$ cat config.mk
export PLATFORM = sky130hd
export DESIGN_NAME = sdram_rfpd_seq
export DESIGN_NICKNAME = d
export VERILOG_FILES = /design/src/rtl/rfpd_pkg.sv /design/src/rtl/rfpd_interval.sv /design/src/rtl/rfpd_bank_track.sv /design/src/rtl/rfpd_wait.sv /design/src/rtl/sdram_rfpd_seq.sv
export SDC_FILE = /design/constraint.sdc
export NUM_CORES = 1
export LEC_CHECK = 0
export BUFFER_PORTS_ARGS = -buffer_cell sky130_fd_sc_hd__buf_2
export CAP_MARGIN = 20
export CORE_MARGIN = 2
export CORE_UTILIZATION = 63
export CTS_CLUSTER_DIAMETER = 60
export DETAILED_ROUTE_END_ITERATION = 8
export PLACE_DENSITY = 0.84
export SLEW_MARGIN = 10
export SYNTH_ARGS = -nofsm -noshare
export SYNTH_HDL_FRONTEND = slang
export SYNTH_SLANG_ARGS = --single-unit
$ cat constraint.sdc
create_clock -name clk -period 3.3 [get_ports clk]
set_clock_uncertainty 0.1 [all_clocks]
set_input_delay 0.495 -clock clk [delete_from_list [all_inputs] [get_ports clk]]
set_output_delay 0.495 -clock clk [all_outputs]
set_load 0.05 [all_outputs]
$ cat src/rtl/rfpd_pkg.sv
package rfpd_pkg;

    typedef enum logic [3:0] {
        ST_IDLE,
        ST_PRECH,
        ST_TRP,
        ST_AREF,
        ST_TRC,
        ST_SRE,
        ST_SELF,
        ST_XSR,
        ST_PD,
        ST_PDX
    } seq_state_t;

    typedef enum logic [1:0] {
        PH_ONE,
        PH_PRE_SR,
        PH_POST_SR
    } seq_phase_t;

    // {cs_n, ras_n, cas_n, we_n}
    typedef logic [3:0] bus_cmd_t;
    localparam bus_cmd_t CMD_NOP = 4'b0111;
    localparam bus_cmd_t CMD_PRE = 4'b0010;
    localparam bus_cmd_t CMD_REF = 4'b0001;

endpackage

$ cat src/rtl/rfpd_interval.sv
module rfpd_interval #(
    parameter int LIMIT = 1560
) (
    input  logic clk,
    input  logic rst_n,
    input  logic restart,
    output logic pending
);
    localparam int IW = $clog2(LIMIT + 1);

    logic [IW-1:0] cnt;

    always_ff @(posedge clk) begin
        if (!rst_n || restart) begin
            cnt     <= '0;
            pending <= 1'b0;
        end else if (cnt == IW'(LIMIT - 1)) begin
            pending <= 1'b1;
        end else begin
            cnt <= cnt + 1'b1;
        end
    end
endmodule

$ cat src/rtl/rfpd_bank_track.sv
module rfpd_bank_track #(
    parameter int NB = 2
) (
    input  logic          clk,
    input  logic          rst_n,
    input  logic [NB-1:0] act_evt,
    input  logic [NB-1:0] pre_evt,
    input  logic          pre_all,
    output logic [NB-1:0] open_q
);
    for (genvar b = 0; b < NB; b++) begin : g_bank
        always_ff @(posedge clk) begin
            if (!rst_n || pre_all || pre_evt[b])
                open_q[b] <= 1'b0;
            else if (act_evt[b])
                open_q[b] <= 1'b1;
        end
    end
endmodule

$ cat src/rtl/rfpd_wait.sv
module rfpd_wait #(
    parameter int W = 4
) (
    input  logic         clk,
    input  logic         rst_n,
    input  logic         load,
    input  logic [W-1:0] val,
    output logic         last
);
    logic [W-1:0] cnt;

    always_ff @(posedge clk) begin
        if (!rst_n)
            cnt <= '0;
        else if (load)
            cnt <= val;
        else if (cnt != '0)
            cnt <= cnt - 1'b1;
    end

    assign last = (cnt == W'(1));
endmodule

$ cat src/rtl/sdram_rfpd_seq.sv
module sdram_rfpd_seq
    import rfpd_pkg::*;
#(
    parameter int NUM_BANKS    = 2,
    parameter int T_RP         = 3,
    parameter int T_RC         = 9,
    parameter int REF_INTERVAL = 1560,
    parameter int SR_BURST     = 4096
) (
    input  logic                 clk,
    input  logic                 rst_n,
    input  logic [NUM_BANKS-1:0] act_evt,
    input  logic [NUM_BANKS-1:0] pre_evt,
    input  logic                 burst_busy,
    input  logic                 sr_req,
    input  logic                 pd_req,
    output logic                 cke,
    output logic                 cs_n,
    output logic                 ras_n,
    output logic                 cas_n,
    output logic                 we_n,
    output logic                 a10,
    output logic                 busy,
    output logic                 block_act,
    output logic                 pd_active,
    output logic                 pd_precharge
);
    localparam int TW = $clog2(T_RC + T_RP + 1);
    localparam int BW = $clog2(SR_BURST + 1);

    seq_state_t st, st_nxt;
    seq_phase_t ph, ph_nxt;
    logic [BW-1:0] brst;
    logic [BW-1:0] brst_val;
    logic          brst_load;
    logic          wt_load;
    logic [TW-1:0] wt_val;
    logic          wt_last;
    logic          ref_pend;
    logic [NUM_BANKS-1:0] bank_open;
    logic          any_open;
    bus_cmd_t      cmd;

    assign any_open = |bank_open;

    rfpd_interval #(.LIMIT(REF_INTERVAL)) u_interval (
        .clk     (clk),
        .rst_n   (rst_n),
        .restart (st == ST_AREF || st == ST_SRE),
        .pending (ref_pend)
    );

    rfpd_bank_track #(.NB(NUM_BANKS)) u_banks (
        .clk     (clk),
        .rst_n   (rst_n),
        .act_evt (act_evt),
        .pre_evt (pre_evt),
        .pre_all (st == ST_PRECH),
        .open_q  (bank_open)
    );

    rfpd_wait #(.W(TW)) u_wait (
        .clk   (clk),
        .rst_n (rst_n),
        .load  (wt_load),
        .val   (wt_val),
        .last  (wt_last)
    );

    // state, phase and burst registers
    always_ff @(posedge clk) begin
        if (!rst_n) begin
            st   <= ST_IDLE;
            ph   <= PH_ONE;
            brst <= '0;
        end else begin
            st <= st_nxt;
            ph <= ph_nxt;
            if (brst_load)
                brst <= brst_val;
            else if (st == ST_AREF)
                brst <= brst - 1'b1;
        end
    end

    // next-state logic
    always_comb begin
        st_nxt    = st;
        ph_nxt    = ph;
        brst_load = 1'b0;
        brst_val  = '0;
        wt_load   = 1'b0;
        wt_val    = '0;
        unique case (st)
            ST_IDLE: begin
                if (!burst_busy && (sr_req || ref_pend)) begin
                    brst_load = 1'b1;
                    brst_val  = sr_req ? BW'(SR_BURST) : BW'(1);
                    ph_nxt    = sr_req ? PH_PRE_SR : PH_ONE;
                    st_nxt    = any_open ? ST_PRECH : ST_AREF;
                end else if (!burst_busy && pd_req) begin
                    st_nxt = ST_PD;
                end
            end
            ST_PRECH: begin
                wt_load = 1'b1;
                wt_val  = TW'(T_RP - 1);
                st_nxt  = ST_TRP;
            end
            ST_TRP:
                if (wt_last) st_nxt = ST_AREF;
            ST_AREF: begin
                wt_load = 1'b1;
                wt_val  = TW'(T_RC - 1);
                st_nxt  = ST_TRC;
            end
            ST_TRC: begin
                if (wt_last) begin
                    if (brst != '0)         st_nxt = ST_AREF;
                    else if (ph == PH_PRE_SR) st_nxt = ST_SRE;
                    else                    st_nxt = ST_IDLE;
                end
            end
            ST_SRE:
                st_nxt = ST_SELF;
            ST_SELF: begin
                if (!sr_req) begin
                    wt_load = 1'b1;
                    wt_val  = TW'(T_RC);
                    st_nxt  = ST_XSR;
                end
            end
            ST_XSR: begin
                if (wt_last) begin
                    brst_load = 1'b1;
                    brst_val  = BW'(SR_BURST);
                    ph_nxt    = PH_POST_SR;
                    st_nxt    = ST_AREF;
                end
            end
            ST_PD:
                if (!pd_req || ref_pend) st_nxt = ST_PDX;
            ST_PDX:
                st_nxt = ST_IDLE;
            default:
                st_nxt = ST_IDLE;
        endcase
    end

    // outputs decoded from state
    always_comb begin
        cke  = 1'b1;
        cmd  = CMD_NOP;
        a10  = 1'b0;
        busy = 1'b0;
        unique case (st)
            ST_PRECH: begin cmd = CMD_PRE; a10 = 1'b1; busy = 1'b1; end
            ST_TRP:   busy = 1'b1;
            ST_AREF:  begin cmd = CMD_REF; busy = 1'b1; end
            ST_TRC:   busy = 1'b1;
            ST_SRE:   begin cmd = CMD_REF; cke = 1'b0; busy = 1'b1; end
            ST_SELF:  begin cke = 1'b0; busy = 1'b1; end
            ST_XSR:   busy = 1'b1;
            ST_PD:    cke = 1'b0;
            default:  ;
        endcase
    end

    assign {cs_n, ras_n, cas_n, we_n} = cmd;
    assign block_act    = ref_pend || (st != ST_IDLE);
    assign pd_active    = (st == ST_PD) && any_open;
    assign pd_precharge = (st == ST_PD) && !any_open;

endmodule

Word-level counts from Yosys, hierarchy flattened
Index checks and enable logic that the tools add are counted.

Register bits after elaboration: 37. Input bits: 9. Output and inout port bits: 10. Word-level logic and storage cells: 93.

Add/subtract/negate cells: 3. Equality and inequality tests: 18. Multiplexer cells: 33. Reductions and logical operators: 31.

Operators by type and width (number): 13-bit two-way mux (5); 4-bit two-way mux (9); 4-bit case mux with 8 select lines (1); 13-bit case mux with 2 select lines (1); 4-bit by 3-bit == test with 1-bit output (second input constant) (4); 13-bit nonzero test (1); 13-bit by 1-bit subtractor with 13-bit output (second input constant) (1); 4-bit case mux with 3 select lines (1); 11-bit by 1-bit adder with 11-bit output (second input constant) (1); 11-bit == test (second input constant) (1); 4-bit by 1-bit == test with 1-bit output (second input constant) (2); 4-bit by 2-bit == test with 1-bit output (second input constant) (2); 1-bit logical OR (8); 4-bit nonzero test (2); 2-bit OR reduction (4); 1-bit two-way mux (7); 7-bit OR reduction (1); 2-bit two-way mux (3); 3-bit two-way mux (2); 2-bit by 1-bit inequality test with 1-bit output (second input constant) (3); 2-bit inequality test (second input constant) (3); 3-bit case mux with 2 select lines (1); 2-bit nonzero test (3); 5-bit AND reduction (1); 11 further kinds (18).

Depth between registers and ports, before layout
Word-level depth: 5. Mapped depth: 8. Depth with buffers taken out: 7.

By module
Synthesis repeated with hierarchy kept, for this count alone.

Cell total of the unflattened synthesis: 261. Area total of the unflattened synthesis: 2183.3 um^2.

Modules (own cells, without submodules): sdram_rfpd_seq (times used 1, cells an instance 164, area an instance 1277.5 um^2, seq. area each 380.4 um^2); rfpd_interval (times used 1, cells an instance 63, area an instance 573.0 um^2, seq. area each 240.2 um^2); rfpd_wait (times used 1, cells an instance 27, area an instance 251.5 um^2, seq. area each 80.1 um^2); rfpd_bank_track (times used 1, cells an instance 7, area an instance 81.3 um^2, seq. area each 40.0 um^2).

Least setup slack after synthesis
No wires, ideal clock.

Path type: register to output. From: reg st[0]. To: out pd_precharge. Data arrival time: 2020 ps. Data required time: 2705 ps. Slack: 685 ps. Cell stages (with the launch flop): 4. Buffers on the path: 1. Path through: dfxtp_1 -> buf_6 -> or4b_4 -> nor3_1.

Longest elaborated chain between the ends: 2.

RTL lines: from (decl) (line sdram_rfpd_seq.sv:31) `seq_state_t st, st_nxt;`; from (signal assigned) (line sdram_rfpd_seq.sv:77) `st <= st_nxt;`; 4-bit == test (line sdram_rfpd_seq.sv:172) `assign pd_precharge = (st == ST_PD) && !any_open;`; 1-bit logical AND (line sdram_rfpd_seq.sv:172); to (decl) (line sdram_rfpd_seq.sv:26) `output logic pd_precharge`.

No other way between the ends.

Final worst setup path
From: reg st[1]. To: out ras_n.

Longest elaborated chain between the ends: 3. Elaborated cells on any way between the ends: 5. Those cells by class: eq/ne: 3; mux: 1; reduce/logical: 1.

RTL lines: 4-bit by 2-bit == test with 1-bit output or 4-bit by 3-bit == test with 1-bit output (tied branches) (line sdram_rfpd_seq.sv:156) `unique case (st)`; 2-bit OR reduction (no source line); 3-bit case mux with 2 select lines (*) (line sdram_rfpd_seq.sv:156); to (decl) (line sdram_rfpd_seq.sv:19) `output logic ras_n,`.

Every way passes the cells marked *; elsewhere a longest branch is shown, timed or not.

==> flow_summary_export.csv <==
group,metric,value,unit
status,status,"complete, no violations",
setup_path,crit_path_end_kind,"output pin",
grt,grt_max_degree,20,
synthesis,async_flop_share,0,%
synthesis,yosys_most_used_dff,"dfxtp_1",
setup_path,cp_max_fo,19,
layout,multi_input_area,1200,um^2
setup_path,cp.arrival,1.90,ns
setup_path,cpPeakStageDelay,0.74,ns
floorplanning,fp.dieH,61.1,um
place,place_inst,303,
cts,path_clk_slew,0.10,ns
floorplanning,pin_count,19,
synthesis,synthTopCellsByArea,"dfxtp_1, nor2_1, xnor2_1",
cts,tritoncts,"yes",
cts,numCtsBuffers,5,
power_and_ir_drop,max-vdd-ir-drop,381,uV
setup_path,path_delay_family,"flip-flops",
cts,cts_hold_buf,0,
timing,fin_setup_tns,0,ns
cts,cts_sinks,37,
synthesis,syn_nets,267,
cts,clk_latency,0.33,ns
run,drv_cap,0,
routing,drt_iter0_markers,137,
power_and_ir_drop,power.total,0.00177,W
grt,grt_pass1_vias,1474,
cts,root_buffer,"clkbuf_4",
layout,final_util,70.9,%
timing,rsz0062_at_grt,"false",
power_and_ir_drop,power_leakage,0.847,nW
grt,grt_pass1_wl,6.29,mm
setup_path,slowest_stage,"dfxtp_1",
grt,antenna_found_initial,0,
cts,postCtsSetupRepairBufs,0,
timing,slew_viol_final,0,
grt,use_met1,27.9,%
synthesis,yosys.area.top_type,"dfxtp_1",
setup_path,worstReg2RegEnd,"brst[7]",
timing,finalSetupViolations,0,
layout,layout_commonest_cell,"nor2_1",
setup_path,regToRegSetupSlack,1.03,ns
floorplanning,core_area,3080,um^2
setup_path,r2r_start,"st[0]",
place,place_congestion,0.890,
synthesis,synth_top_cell_area_share,36.1,%
layout,syn_to_final_growth,6.47,%
layout,num-fill-cells,286,
layout,finalNonFillerCells,310,
synthesis,yosysSeqAreaShare,36.1,%
synthesis,syn-instance-count,253,
cts,clockBufferDepth,2,
floorplanning,row_count,20,
setup_path,cp.depth,4,
routing,totalWireLength,3.99,mm
cts,ctsResizeCount,0,
timing,period_share,75.6,%
setup_path,path_class,"reg -> out",
setup_path,endpoint,"ras_n",
power_and_ir_drop,power_density,812,nW/um^2
setup_path,crit_chain,"xor2_1 > nand3_1 > and2_1 > buf_2",
floorplanning,die-area,3730,um^2
layout,seqCellArea,741,um^2
timing,max_freq,401,MHz
grt,grt-busiest-layer,"met2",
setup_path,startpoint_type,"register",
routing,ant_nets,0,
layout,fin_nets,280,
synthesis,syn_area_per_cell,8.11,um^2
setup_path,startpoint,"st[1]",
routing,wl_per_cell,12.9,um
timing,worst_slew_pin_slew,0.621,ns
synthesis,yosys.cell_types.count,47,
routing,drc,0,
synthesis,netlist_area,2050,um^2
layout,layout-drive-gt1-share,11.3,%
layout,insertedDiodeCount,0,
grt,met2_usage,37.4,%
synthesis,synth_seq_cells,37,
grt,gr-usage-met3,6.51,%
synthesis,ys_warn_count,0,
timing,fin_crit,2.50,ns
place,dp_hpwl,2.99,mm
routing,via_per_inst,5.61,
timing,finalHoldViolCount,0,
setup_path,path_buf_inv,1,
timing,slew-limit-headroom,58.2,%
floorplanning,die_x,61.1,um
routing,vias,1738,
setup_path,reg2regPathDepth,6,
grt,global_route.usage.total,22.9,%
cts,cts_htree_levels,2,
setup_path,worstPathRequired,2.70,ns
hold_path,hold_path_class,"in -> reg",
grt,grt-ovfl-total,0,
synthesis,synth-edff-count,0,
routing,first_pass_iters,4,
layout,final_cell_mix,"nor2_1, dfxtp_1, nand2_1",
floorplanning,initial_utilization,66.6,%
place,numPortBuffers,17,
synthesized netlist by cell type, drive strengths merged, types with 5 or more instances:
| master | n |
|---|---|
| a21oi | 13 |
| xnor2 | 12 |
| nand3 | 12 |
| and3 | 5 |
| o21ai | 5 |
| ha | 5 |
| nor2 | 46 |
| inv | 10 |
| nor3 | 8 |
| dfxtp | 37 |
| nand2 | 20 |
| nand2b | 5 |
| buf | 8 |
| nor3b | 6 |
| xor2 | 9 |
layout make-up:
class | instances | share of cell area [%]
multi-input cells | 194 | 55.1
flip-flops and latches | 37 | 33.9
well taps | 44 | 2.52
repair buffers | 18 | 4.24
inverters | 10 | 1.72
clock buffers | 7 | 2.52
worst min path at each step:
stage | from | to | cells after the start
floorplan | ph[1] | ph[1] | 2
global placement | ph[1] | ph[1] | 2
detailed placement | ph[1] | ph[1] | 2
CTS | pre_evt[1] | u_banks.open_q[1] | 2
global route | pre_evt[1] | u_banks.open_q[1] | 2
finish | pre_evt[1] | u_banks.open_q[1] | 2
through the flow:
| step | instance area [um^2] | setup slack (ns) | hold WS, ns |
|---|---|---|---|
| 4_1_cts | 2180 | 0.795 | 0.197 |
| 6_report | 2180 | 0.805 | 0.212 |
| 5_1_grt | 2180 | 0.646 | 0.195 |
| 3_5_place_dp | 2130 | 1.10 | 0.346 |
| 2_1_floorplan | 2050 | 0.685 | 0.331 |
| 3_3_place_gp | 2130 | 1.15 | 0.339 |
kinds of logic after synthesis:
group | Yosys count | share of synthesized area [%]
simple gates | 128 | 32.6
compound gates | 37 | 12.8
flops | 37 | 36.1
buf+inv | 22 | 5.25
xor+xnor | 21 | 8.97
fa+ha+maj | 5 | 3.05
mux | 2 | 0.976
other cells | 1 | 0.183
sequential cells by signal, indices dropped and copies added (netlist names):
| signal | count |
|---|---|
| u_interval.cnt | 11 |
| ph | 2 |
| st | 4 |
| brst | 13 |
| u_interval.pending | 1 |
| u_banks.open_q | 2 |
| u_wait.cnt | 4 |
power breakdown:
part           total [W]  switching (W)  internal [W]
Sequential      0.000653       0.000132      0.000522
Combinational   0.000885       0.000551      0.000334
Clock           0.000236       0.000135      0.000101
layer usage:
layer	vias to the layer above	wire length, um
met5	-	0
met4	0	76
met3	9	162
met2	32	1910
met1	797	1840
li1	900	-
Power figures use the tool's default switching activity.
